--- src/rtl/srw_pkg.sv ---
package srw_pkg;
  typedef enum logic [2:0] {
    PH_WALK_WR = 3'd0,
    PH_WALK_RW = 3'd1,
    PH_WALK_RD = 3'd2,
    PH_CS_HI   = 3'd3,
    PH_CS_LO   = 3'd4,
    PH_BITS    = 3'd5
  } srw_phase_e;

  typedef enum logic [1:0] {
    SEL_ON     = 2'd0,
    SEL_OFF_HI = 2'd1,
    SEL_OFF_LO = 2'd2
  } srw_sel_e;

  typedef enum logic [1:0] {
    BP_SETUP  = 2'd0,
    BP_STROBE = 2'd1,
    BP_HOLD   = 2'd2
  } srw_bus_e;
endpackage

--- src/rtl/srw_step_rom.sv ---
module srw_step_rom
  import srw_pkg::*;
#(
  parameter int ADDR_W = 13,
  parameter int DATA_W = 8,
  parameter int IDX_W  = 5
) (
  input  srw_phase_e          phase,
  input  logic [IDX_W-1:0]    idx,
  output logic                is_wr,
  output logic [ADDR_W-1:0]   addr,
  output logic [DATA_W-1:0]   data,
  output srw_sel_e            sel,
  output logic                last
);
  localparam int N_WALK = ADDR_W + 1;

  function automatic logic [DATA_W-1:0] pat_a();
    logic [DATA_W-1:0] p;
    for (int i = 0; i < DATA_W; i++) p[i] = ~i[0];
    return p;
  endfunction

  localparam logic [DATA_W-1:0] PAT_A = pat_a();
  localparam logic [DATA_W-1:0] PAT_B = ~PAT_A;

  function automatic logic [ADDR_W-1:0] walk_addr(input int k);
    if (k == 0) return '0;
    return ADDR_W'(1) << (k - 1);
  endfunction

  logic [DATA_W-1:0] one_hot;

  always_comb begin
    is_wr   = 1'b0;
    addr    = '0;
    data    = PAT_A;
    sel     = SEL_ON;
    last    = 1'b0;
    one_hot = DATA_W'(1) << int'(idx >> 2);
    unique case (phase)
      PH_WALK_WR: begin
        is_wr = 1'b1;
        addr  = walk_addr(int'(idx));
        last  = (int'(idx) == N_WALK - 1);
      end
      PH_WALK_RW: begin
        addr  = walk_addr(int'(idx >> 1));
        is_wr = idx[0];
        data  = idx[0] ? PAT_B : PAT_A;
        last  = (int'(idx) == 2 * N_WALK - 1);
      end
      PH_WALK_RD: begin
        addr  = walk_addr(int'(idx));
        data  = PAT_B;
        last  = (int'(idx) == N_WALK - 1);
      end
      PH_CS_HI: begin
        is_wr = (int'(idx) < 2);
        data  = (int'(idx) == 1) ? PAT_A : PAT_B;
        sel   = (int'(idx) == 1) ? SEL_OFF_HI : SEL_ON;
        last  = (int'(idx) == 2);
      end
      PH_CS_LO: begin
        is_wr = (int'(idx) < 2);
        data  = (int'(idx) == 1) ? PAT_B : PAT_A;
        sel   = (int'(idx) == 1) ? SEL_OFF_LO : SEL_ON;
        last  = (int'(idx) == 2);
      end
      default: begin
        is_wr = ~idx[0];
        data  = idx[1] ? one_hot : ~one_hot;
        last  = (int'(idx) == 4 * DATA_W - 1);
      end
    endcase
  end
endmodule

--- src/rtl/srw_bus_engine.sv ---
module srw_bus_engine
  import srw_pkg::*;
#(
  parameter int PHASE_CYC = 2,
  parameter int CNT_W     = 2
) (
  input  logic clk,
  input  logic rst_n,
  input  logic active,
  input  logic is_wr,
  output logic we_n,
  output logic oe_n,
  output logic dq_oe,
  output logic sample,
  output logic step_end
);
  srw_bus_e          bp;
  logic [CNT_W-1:0]  cnt;
  logic              cnt_last;

  assign cnt_last = (cnt == CNT_W'(PHASE_CYC - 1));

  always_ff @(posedge clk) begin
    if (!rst_n || !active) begin
      bp  <= BP_SETUP;
      cnt <= '0;
    end else if (cnt_last) begin
      cnt <= '0;
      unique case (bp)
        BP_SETUP:  bp <= BP_STROBE;
        BP_STROBE: bp <= BP_HOLD;
        default:   bp <= BP_SETUP;
      endcase
    end else begin
      cnt <= cnt + CNT_W'(1);
    end
  end

  assign we_n     = ~(active && is_wr && bp == BP_STROBE);
  assign oe_n     = ~(active && !is_wr && bp == BP_STROBE);
  assign dq_oe    = active && is_wr;
  assign sample   = active && !is_wr && bp == BP_STROBE && cnt_last;
  assign step_end = active && bp == BP_HOLD && cnt_last;
endmodule

--- src/rtl/srw_result.sv ---
module srw_result
  import srw_pkg::*;
#(
  parameter int ADDR_W = 13,
  parameter int DATA_W = 8
) (
  input  logic              clk,
  input  logic              rst_n,
  input  logic              clear,
  input  logic              sample,
  input  logic [DATA_W-1:0] got,
  input  logic [DATA_W-1:0] exp,
  input  srw_phase_e        phase,
  input  logic [ADDR_W-1:0] addr,
  output logic              mismatch,
  output logic              fail,
  output logic [2:0]        f_phase,
  output logic [ADDR_W-1:0] f_addr,
  output logic [DATA_W-1:0] f_exp,
  output logic [DATA_W-1:0] f_got
);
  assign mismatch = sample && (got != exp);

  always_ff @(posedge clk) begin
    if (!rst_n || clear) begin
      fail    <= 1'b0;
      f_phase <= '0;
      f_addr  <= '0;
      f_exp   <= '0;
      f_got   <= '0;
    end else if (mismatch && !fail) begin
      fail    <= 1'b1;
      f_phase <= phase;
      f_addr  <= addr;
      f_exp   <= exp;
      f_got   <= got;
    end
  end
endmodule

--- src/rtl/srw_walk_tester.sv ---
module srw_walk_tester
  import srw_pkg::*;
#(
  parameter int ADDR_W    = 13,
  parameter int DATA_W    = 8,
  parameter int PHASE_CYC = 2
) (
  input  logic              clk,
  input  logic              rst_n,
  input  logic              start,
  output logic [ADDR_W-1:0] mem_addr,
  output logic [DATA_W-1:0] mem_dq_out,
  output logic              mem_dq_oe,
  input  logic [DATA_W-1:0] mem_dq_in,
  output logic              mem_sel_hi,
  output logic              mem_sel_lo_n,
  output logic              mem_we_n,
  output logic              mem_oe_n,
  output logic              done,
  output logic              pass,
  output logic              fail,
  output logic [2:0]        fail_phase,
  output logic [ADDR_W-1:0] fail_addr,
  output logic [DATA_W-1:0] fail_exp,
  output logic [DATA_W-1:0] fail_got
);
  localparam int MAX_STEPS = (4 * DATA_W > 2 * (ADDR_W + 1)) ? 4 * DATA_W : 2 * (ADDR_W + 1);
  localparam int IDX_W     = $clog2(MAX_STEPS);
  localparam int CNT_W     = (PHASE_CYC > 1) ? $clog2(PHASE_CYC) : 1;

  logic              running, done_q, start_go;
  srw_phase_e        ph;
  logic [IDX_W-1:0]  idx;
  logic              s_wr, s_last;
  logic [ADDR_W-1:0] s_addr;
  logic [DATA_W-1:0] s_data;
  srw_sel_e          s_sel;
  logic              sample, step_end, mismatch;

  assign start_go = start && !running;

  srw_step_rom #(.ADDR_W(ADDR_W), .DATA_W(DATA_W), .IDX_W(IDX_W)) u_rom (
    .phase(ph), .idx(idx), .is_wr(s_wr), .addr(s_addr), .data(s_data),
    .sel(s_sel), .last(s_last)
  );

  srw_bus_engine #(.PHASE_CYC(PHASE_CYC), .CNT_W(CNT_W)) u_bus (
    .clk(clk), .rst_n(rst_n), .active(running), .is_wr(s_wr),
    .we_n(mem_we_n), .oe_n(mem_oe_n), .dq_oe(mem_dq_oe),
    .sample(sample), .step_end(step_end)
  );

  srw_result #(.ADDR_W(ADDR_W), .DATA_W(DATA_W)) u_res (
    .clk(clk), .rst_n(rst_n), .clear(start_go), .sample(sample),
    .got(mem_dq_in), .exp(s_data), .phase(ph), .addr(s_addr),
    .mismatch(mismatch), .fail(fail), .f_phase(fail_phase),
    .f_addr(fail_addr), .f_exp(fail_exp), .f_got(fail_got)
  );

  always_ff @(posedge clk) begin
    if (!rst_n) begin
      running <= 1'b0;
      done_q  <= 1'b0;
      ph      <= PH_WALK_WR;
      idx     <= '0;
    end else if (start_go) begin
      running <= 1'b1;
      done_q  <= 1'b0;
      ph      <= PH_WALK_WR;
      idx     <= '0;
    end else if (running) begin
      if (mismatch) begin
        running <= 1'b0;
        done_q  <= 1'b1;
      end else if (step_end) begin
        if (s_last) begin
          idx <= '0;
          if (ph == PH_BITS) begin
            running <= 1'b0;
            done_q  <= 1'b1;
          end else begin
            ph <= srw_phase_e'(ph + 3'd1);
          end
        end else begin
          idx <= idx + IDX_W'(1);
        end
      end
    end
  end

  always_comb begin
    mem_sel_hi   = 1'b0;
    mem_sel_lo_n = 1'b1;
    if (running) begin
      unique case (s_sel)
        SEL_OFF_HI: begin mem_sel_hi = 1'b1; mem_sel_lo_n = 1'b1; end
        SEL_OFF_LO: begin mem_sel_hi = 1'b0; mem_sel_lo_n = 1'b0; end
        default:    begin mem_sel_hi = 1'b1; mem_sel_lo_n = 1'b0; end
      endcase
    end
  end

  assign mem_addr   = running ? s_addr : '0;
  assign mem_dq_out = s_data;
  assign done       = done_q;
  assign pass       = done_q && !fail;
endmodule

--- config.mk ---
export PLATFORM = sky130hd
export DESIGN_NAME = srw_walk_tester
export DESIGN_NICKNAME = d
export VERILOG_FILES = /design/src/rtl/srw_pkg.sv /design/src/rtl/srw_step_rom.sv /design/src/rtl/srw_bus_engine.sv /design/src/rtl/srw_result.sv /design/src/rtl/srw_walk_tester.sv
export SDC_FILE = /design/constraint.sdc
export NUM_CORES = 1
export LEC_CHECK = 0
export BUFFER_PORTS_ARGS = -buffer_cell sky130_fd_sc_hd__buf_2
export CORE_AREA = 2 2 87 89
export DETAILED_ROUTE_END_ITERATION = 8
export DIE_AREA = 0 0 89 91
export PLACE_DENSITY = 0.68
export REMOVE_ABC_BUFFERS = 1
export SYNTH_ARGS = -nofsm -noshare
export SYNTH_HDL_FRONTEND = slang
export SYNTH_HIERARCHICAL = 1
export SYNTH_SLANG_ARGS = --single-unit
--- constraint.sdc ---
create_clock -name clk -period 5.1 [get_ports clk]
set_input_delay 1.02 -clock clk [delete_from_list [all_inputs] [get_ports clk]]
set_output_delay 1.02 -clock clk [all_outputs]
set_load 0.02 [all_outputs]
# ---- Word level (Yosys, flattened, before mapping)
# Index checks and enable logic that the tools add are counted.
dict set report op_classes {
  magnitude_cmp 1
  n_mux 38
  eq_ne 15
  n_reduce_logical 31
  shifts 3
  div 0
  multipliers 0
  bitwise 7
  add_sub_neg 5
}
# cell count
set ops {}
lappend ops {{$mux W13} 6}
lappend ops {{$shl A1 B32 Y13 const A} 2}
lappend ops {{$pmux W8 S5} 1}
lappend ops {{$pmux W13 S3} 1}
lappend ops {{$logic_not A32 Y1} 1}
lappend ops {{$mux W8} 4}
lappend ops {{$mux W1} 20}
lappend ops {{$logic_and A1 B1 Y1} 11}
lappend ops {{$ne A8 B8 Y1} 1}
lappend ops {{$not A8 Y8} 1}
lappend ops {{$pmux W2 S2} 2}
lappend ops {{$reduce_or A2 Y1} 4}
lappend ops {{$shl A1 B3 Y8 const A} 1}
lappend ops {{$eq A3 B2 Y1 const B} 2}
lappend ops {{$eq A3 B3 Y1 const B} 2}
lappend ops {{$not A1 Y1} 6}
lappend ops {{$reduce_bool A2 Y1} 3}
lappend ops {{$sub A5 B1 Y6 const B} 1}
lappend ops {{$add A5 B1 Y5 const B} 1}
lappend ops {{$eq A5 B1 Y1 const B} 1}
lappend ops {{$eq A5 B2 Y1 const B} 1}
lappend ops {{$eq A5 B3 Y1 const B} 1}
lappend ops {{$eq A5 B4 Y1 const B} 1}
lappend ops {{$eq A5 B5 Y1 const B} 1}
lappend ops {{19 further kinds} 25}
dict set report word_totals {
  n_memories 0
  ram_bits 0
  register_bits 46
  word_cells 111
  romBits 0
  latchBits 0
}

# ---- Logic depth before layout (Yosys ltp)
# Gate-level depths: netlist (run 1).
dict set report depth {
  word_depth 11
  ltp_mapped 13
  depth_no_buf 12
}

# ---- By module
# Netlist (run 1), hierarchy kept.
# module cells_per_inst area_per_inst_um2 n_inst seq_area_each_um2
set by_module_without_submodules {}
lappend by_module_without_submodules {srw_result 154 1400.1 1 660.6}
lappend by_module_without_submodules {srw_step_rom 137 1003.5 1 0.0}
lappend by_module_without_submodules {srw_walk_tester 74 615.6 1 200.2}
lappend by_module_without_submodules {srw_bus_engine 18 152.6 1 60.1}

# ---- Worst setup path before layout (run 1)
# OpenSTA, ideal clock, no wires.
dict set report synth_path {
  path_type {reg2reg}
  from {reg idx[1]}
  to {reg idx[1]}
  synth_period_minus_slack_ns 3.390
  arrival_time_ns 3.321
  path_buffers 0
  setup_time_ns 0.070
  path_stages_with_launch 13
  path_slack_ns 1.710
  cell_sequence {dfxtp_1 inv_2 ha_1 nor4b_2 and4_1 a211oi_2 o21ai_1 xor2_1 nor4_1 a21boi_0 nand3b_1 or3b_1 a21oi_1}
}
# element line
set synth_lines {}
lappend synth_lines {{from (decl)} srw_walk_tester.sv:33} ;# logic [IDX_W-1:0] idx;
lappend synth_lines {{from (signal assigned)} srw_walk_tester.sv:85} ;# idx <= idx + IDX_W'(1);
lappend synth_lines {{$eq A5 B2 Y1} {srw_step_rom.sv:60, srw_step_rom.sv:66}}
lappend synth_lines {{$mux W8 (on tied branches)} {srw_step_rom.sv:66, srw_step_rom.sv:60}}
lappend synth_lines {{$pmux W8 S5 (*)} srw_step_rom.sv:41} ;# unique case (phase)
lappend synth_lines {{net mem_dq_out[6]} srw_walk_tester.sv:12} ;# output logic [DATA_W-1:0] mem_dq_out,
lappend synth_lines {{$ne A8 B8 Y1 (*)} srw_result.sv:22} ;# assign mismatch = sample && (got != exp);
lappend synth_lines {{$logic_and A1 B1 Y1 (*)} srw_result.sv:22}
lappend synth_lines {{net mismatch} srw_walk_tester.sv:38} ;# logic sample, step_end, mismatch;
lappend synth_lines {{$not A1 Y1 (no line) (*)} n/a}
lappend synth_lines {{$reduce_and A3 Y1 (no line) (*)} n/a}
# The timed path passes the listed nets; every way through them passes the cells marked *.
# A chain may end at the register's enable or synchronous reset.

# ---- Worst setup path after layout (run 1)
dict set report layout_path {
  from {reg idx[1]}
  to {reg idx[1]}
}
dict set report layout_via {
  elab_chain_cells 9
}
# element line
set layout_rtl {}
lappend layout_rtl {{$lt A5 B2 Y1} {srw_step_rom.sv:59, srw_step_rom.sv:65}}
lappend layout_rtl {{$pmux W1 S4} srw_step_rom.sv:41}
lappend layout_rtl {{$logic_not A1 Y1} srw_bus_engine.sv:42} ;# assign sample = active && !is_wr && bp == BP_STROBE && cnt_last;
lappend layout_rtl {{$logic_and A1 B1 Y1 (3 in a row)} srw_bus_engine.sv:42}
lappend layout_rtl {{$logic_and A1 B1 Y1 (*)} srw_result.sv:22}
lappend layout_rtl {{net mismatch} srw_walk_tester.sv:38}
lappend layout_rtl {{$not A1 Y1 (no line) (*)} n/a}
lappend layout_rtl {{$reduce_and A3 Y1 (no line) (*)} n/a}
# Marked as above.

==> results of run 1 <==
## worst max-delay path: stages, from the launching register on
cell and delay, ns:
dfxtp_1 0.30, buf_4 0.20, inv_2 0.24, ha_1 0.22, nor4b_2 0.34, a311oi_1 0.16, nor2_1 0.23, o21ai_1 0.16
xor2_1 0.17, nor4_1 0.65, a21boi_0 0.39, nand3b_1 0.35, or3b_1 0.41, a21oi_1 0.14
## metal layers
metal	part of all wire	wire, um
met1	0.46	3380
met2	0.48	3510
met3	0.050	362
met4	0.0070	51
met5	0	0
## power by group
group / internal (mW) / leakage, nW / switching (mW)
clock network: 0.147 / 0.0585 / 0.132
logic: 0.0117 / 0.960 / 0.0253
registers: 0.360 / 0.371 / 0.00526
## synthesized netlist by cell type, drive strengths merged, types with 6 or more instances
| library cell | instances | share of area |
|---|---|---|
| nand3 | 11 | 0.019 |
| clkbuf | 8 | 0.0095 |
| o22ai | 7 | 0.014 |
| nand3b | 8 | 0.019 |
| nor2 | 15 | 0.019 |
| nand2 | 83 | 0.099 |
| o21ai | 15 | 0.025 |
| xnor2 | 13 | 0.038 |
| buf | 16 | 0.042 |
| o32ai | 6 | 0.019 |
| nand2b | 7 | 0.014 |
| a21oi | 13 | 0.023 |
| inv | 10 | 0.012 |
| xor2 | 11 | 0.030 |
| dfxtp | 46 | 0.29 |
| ha | 10 | 0.039 |
| mux2i | 34 | 0.11 |
| and2 | 15 | 0.031 |
## flip-flops by register name, indices dropped and copies added (netlist names)
register	flops
idx	5
u_res/f_addr	13
u_res/fail	1
u_bus/cnt	1
done	1
ph	3
u_bus/bp	2
u_res/f_phase	3
u_res/f_exp	8
running	1
u_res/f_got	8
## logic make-up (layout without fill, tap and decap cells)
group | Yosys count | count (layout) | share of synthesized area
fa+ha+maj | 10 | 10 | 0.0394
xor+xnor | 24 | 24 | 0.0686
compound gates | 60 | 60 | 0.134
buf+inv | 34 | 92 | 0.0631
mux | 35 | 35 | 0.112
flops | 46 | 46 | 0.290
simple gates | 174 | 174 | 0.292
## worst max-delay path by stage
stage | end | slack, ns | depth (start not counted)
after floorplan | u_res/f_addr[0] | 1.08 | 11
after global placement | idx[1] | 1.20 | 13
after detailed placement | idx[3] | 1.08 | 13
after CTS | idx[1] | 1.04 | 13
after global routing | idx[1] | 0.70 | 13
final | idx[1] | 1.06 | 13
## cell type report
| type | count | area (um^2) |
|---|---|---|
| Fill cell | 739 | 3500 |
| Tap cell | 99 | 124 |
| Multi-Input combinational cell | 303 | 2070 |
| Clock inverter | 3 | 43.8 |
| Inverter | 10 | 37.5 |
| Clock buffer | 5 | 68.8 |
| Timing Repair Buffer | 74 | 378 |
| Sequential cell | 46 | 921 |
==> impl_metrics.toml, run 1 <==
[floorplan]
die-area_um2 = 8100
die_w_um = 89
core_area_um2 = 7140
rows = 31
ios = 72
die_y_um = 91
start_util = 0.444

[flow_run]
maxCapViolations = 0

[yosys]
syn_inst = 383
yosys_warnings = 6
synthFlopType = "dfxtp_1"
synthArstFlopShare = 0
syn_avg_cell_area_um2 = 8.28
ys_ff_latch = 46
synth_edf_count = 0
syn_area_um2 = 3170
ys_seq_area_frac = 0.290
synth_cell_types = 65

[critical_path]
reg2reg_to = "idx[1]"
start_kind = "flip-flop"
worstRegToRegCells = 13
critPathMaxFanout = 17
cp.required_ns = 5.33
path_class = "reg2reg"
crit_arrival_ns = 4.27
rrSetupSlack_ns = 1.06
endpoint_kind = "flip-flop"
startpoint = "idx[1]"
rr_startpoint = "idx[1]"

[drt]
viasPerCell = 5.22
first_pass_iters = 4
num_vias = 2821
ant_nets = 0
wl_mm = 7.30
wl_per_cell_um = 13.5
drc_errors = 0
drtIter0Drc = 163

[clock_network]
cts_setup_buffers = 0
clkLatencyLatePin_ns = 0.30
htreeDepth = 2
cts_tree = "yes"
clock-root-buffer = "clkbuf_8"
numCtsBuffers = 5
cts_hold_buf = 0
clk_pin_slew_ns = 0.09
cts_sinks = 46
cts-resized-gates = 0
clockBufferDepth = 2

[sta]
maxSlewViolCount = 0
whs_ns = 0.458
setup_ws_ns = 1.06
fin_tns_setup_ns = 0
finalSetupViolations = 0
hold_viol = 0
worst_pin_slew_ns = 0.918
finClkSkew_ns = 0.00838
layout_min_cycle_time_ns = 4.04
max_freq_mhz = 248
finalCritPeriodShare = 0.792
grt_setup_unrepaired = "no"
maxSlewHeadroom = 0.387

[placed_design]
port_buffers = 71
dp_slack_ns = 1.08
place_congestion = 0.880
detailed_place_hpwl_mm = 5.30
placed_cell_area_um2 = 3530
dp.cells = 532

[final_layout]
fin_area_um2 = 3640
nNetsFinal = 461
antenna_cells = 0
final_util = 0.510
areaGrowthSynthToFinish_pct = 14.7
final_cell_mix = "nand2_1 (82), buf_2 (71), dfxtp_1 (46)"
final_cells = 540
drive_above_1_share = 0.243
layout_commonest_cell = "nand2_1"

[grt]
track_usage = 0.179
use_met1 = 0.235
grt_use_met2 = 0.300
grt_first_pass_wirelength_mm = 11.8
busiest_layer = "met2"
grt_overflow_total = 0
antenna_found_initial = 0
met3_usage = 0.0364
grt_pass1_vias = 2528
grt_max_degree = 41

[worst_hold_path]
worstHoldPathCells = 2
hold_path.class = "reg2reg"
hold_end = "u_res/f_got[4]"
worstHoldStart = "u_res/f_got[4]"

[pwr]
p_per_area_nw_per_um2 = 187
vdd_ir_drop_max_uv = 128
power_uw = 682
cellLeakagePower_nw = 1.39

[status]
status = "finished, final reports clean"
(Power assumes the default switching activity.)
==> run 2: changes to the inputs <==
--- a/config.mk
+++ b/config.mk
@@ -9,7 +9,7 @@
 export CORE_AREA = 2 2 87 89
 export DETAILED_ROUTE_END_ITERATION = 8
 export DIE_AREA = 0 0 89 91
-export PLACE_DENSITY = 0.68
+export PLACE_DENSITY = 0.7
 export REMOVE_ABC_BUFFERS = 1
 export SYNTH_ARGS = -nofsm -noshare
 export SYNTH_HDL_FRONTEND = slang
==> constraint.sdc (replaced) <==
create_clock -name clk -period 3.5 [get_ports clk]
set_input_delay 0.7 -clock clk [delete_from_list [all_inputs] [get_ports clk]]
set_output_delay 0.7 -clock clk [all_outputs]
set_load 0.02 [all_outputs]
==> run 2 against run 1 <==
  * Clock skew rose by 0.0044 ns
  * Flip-flop and latch count did not move
  * Critical path depth did not move
  * Sequential power rose by 44%
  * Non-clock buffer count rose by 14
  * Hold slack got worse by 0.0025 ns
  * Maximum frequency rose by 24%
  * Critical endpoint unchanged
  * Largest cell class unchanged
==> impl_metrics.toml, run 2 (synthesis results as in run 1) <==
[clock_network]
cts_hold_buf = 0
cts-resized-gates = 0
clk_pin_slew_ns = 0.10
htreeDepth = 2
clkLatencyLatePin_ns = 0.31
numCtsBuffers = 5
cts_setup_buffers = 0
clockBufferDepth = 2
cts_sinks = 46
clock-root-buffer = "clkbuf_8"
cts_tree = "yes"

[floorplan]
core_area_um2 = 7140
start_util = 0.444
die_w_um = 89
die-area_um2 = 8100
die_y_um = 91
ios = 72
rows = 31

[worst_hold_path]
hold_path.class = "reg2reg"

[pwr]
p_sw_frac = 0.240
cellLeakagePower_nw = 1.47
p_comb_frac = 0.064
p_int_uw = 759
sequentialPowerShare = 0.527
power_uw = 999
p_per_area_nw_per_um2 = 266
clkPwrFrac = 0.410
vdd_ir_drop_max_uv = 195
switchingPower_uw = 240

[flow_run]
maxCapViolations = 0

[grt]
grt_max_degree = 33
track_usage = 0.182
grt_pass1_vias = 2714
grt_overflow_total = 0
antenna_found_initial = 0
grt_first_pass_wirelength_mm = 12.1

[sta]
finalCritPeriodShare = 0.934
finClkSkew_ns = 0.0128
fin_tns_setup_ns = 0
grt_setup_unrepaired = "no"
maxSlewViolCount = 0
layout_min_cycle_time_ns = 3.27
finalSetupViolations = 0
worst_pin_slew_ns = 0.546
maxSlewHeadroom = 0.633
max_freq_mhz = 306
hold_viol = 0

[drt]
viasPerCell = 5.26
drc_errors = 0
ant_nets = 0
num_vias = 2914
first_pass_iters = 4
drtIter0Drc = 164
wl_per_cell_um = 13.5
wl_mm = 7.50

[critical_path]
endpoint_kind = "flip-flop"
crit_chain = "inv_2 > ha_1 > nor4b_2 > and4_1 > a211oi_2 > o21ai_1 > xor2_1 > nor4_1 > buf_4 > a21boi_0 > nand3b_1 > or3b_1 > a21oi_1"
cp_slowest_cell = "or3b_1"
critPathMaxFanout = 6
start_kind = "flip-flop"
cpPeakStageDelay_ns = 0.40
cp.required_ns = 3.73
path_class = "reg2reg"
crit_arrival_ns = 3.50

[final_layout]
reg_top3 = "u_res/f_addr: 13 flops, u_res/f_exp: 8 flops, u_res/f_got: 8 flops"
final_cell_mix = "nand2_1 (82), buf_2 (71), dfxtp_1 (46)"
multi_input_area_um2 = 2070
regArea_um2 = 921
regMostFlops = "u_res/f_addr"
largest_reg_flops = 13
nNetsFinal = 475
final_util = 0.526
areaGrowthSynthToFinish_pct = 18.4
fillers = 712
drive_above_1_share = 0.266
antenna_cells = 0
layout_commonest_cell = "nand2_1"

[placed_design]
port_buffers = 71
detailed_place_hpwl_mm = 5.48
place_congestion = 0.873

[status]
status = "finished, final reports clean"
## run 2: cell types whose count changed in the layout (fill, tap and decap cells not counted), sizes merged
cell / before / now
buf: 74 / 88
## run 2: path summary, 6_finish.rpt
check                      start             end  slack (ns)  cells past startpoint
setup / recovery          idx[1]          idx[1]        0.23                     13
hold reg to reg   u_res/f_exp[5]  u_res/f_exp[5]        0.46                      2
hold / removal    u_res/f_exp[5]  u_res/f_exp[5]        0.46                      2
setup reg to reg          idx[1]          idx[1]        0.23                     13
## run 2: cell type report
class	instances	share of cell area
multi-input combinational	303	0.550
tap	99	0.0330
clock inverter	3	0.0117
timing repair buffer	88	0.132
inverter	10	0.00999
clock buffer	5	0.0183
sequential	46	0.245
## run 2: per-stage QoR
step,instances,instance area [um^2],setup WS [ns],hold slack (ns)
2_1_floorplan,359,3010,-0.519,0.435
3_3_place_gp,546,3640,0.451,0.439
3_5_place_dp,546,3640,0.331,0.444
4_1_cts,554,3760,0.281,0.460
5_1_grt,554,3760,0.000190,0.472
6_report,554,3760,0.232,0.456
## run 2: power groups by stage
stage | combinational, mW | clock (mW) | sequential, mW
4_1_cts | 0.0639 | 0.423 | 0.526
3_5_place_dp | 0.0637 | 0 | 0.538
5_1_grt | 0.0696 | 0.441 | 0.526
6_report | 0.0636 | 0.409 | 0.526
3_3_place_gp | 0.0627 | 0 | 0.538
2_1_floorplan | 0.0319 | 0 | 0.541
## run 2: worst max-delay path, delay by kind of cell, from the launching register on
family | cells | cell delay, ns
AND/OR/NAND/NOR | 5 | 1.45
adder cells (fa/ha/maj) | 1 | 0.18
AO/OA/AOI/OAI | 4 | 0.81
XOR/XNOR | 1 | 0.17
flip-flops | 1 | 0.36
buffers and inverters | 2 | 0.23
## run 2: metal layers
metal  track usage  vias to the layer above  wire, um
met1         0.240                     1368      3410
met3        0.0336                        4       403
met4        0.0485                        0        67
met5             0                        -         0
li1              -                     1464         -
met2         0.302                       78      3620
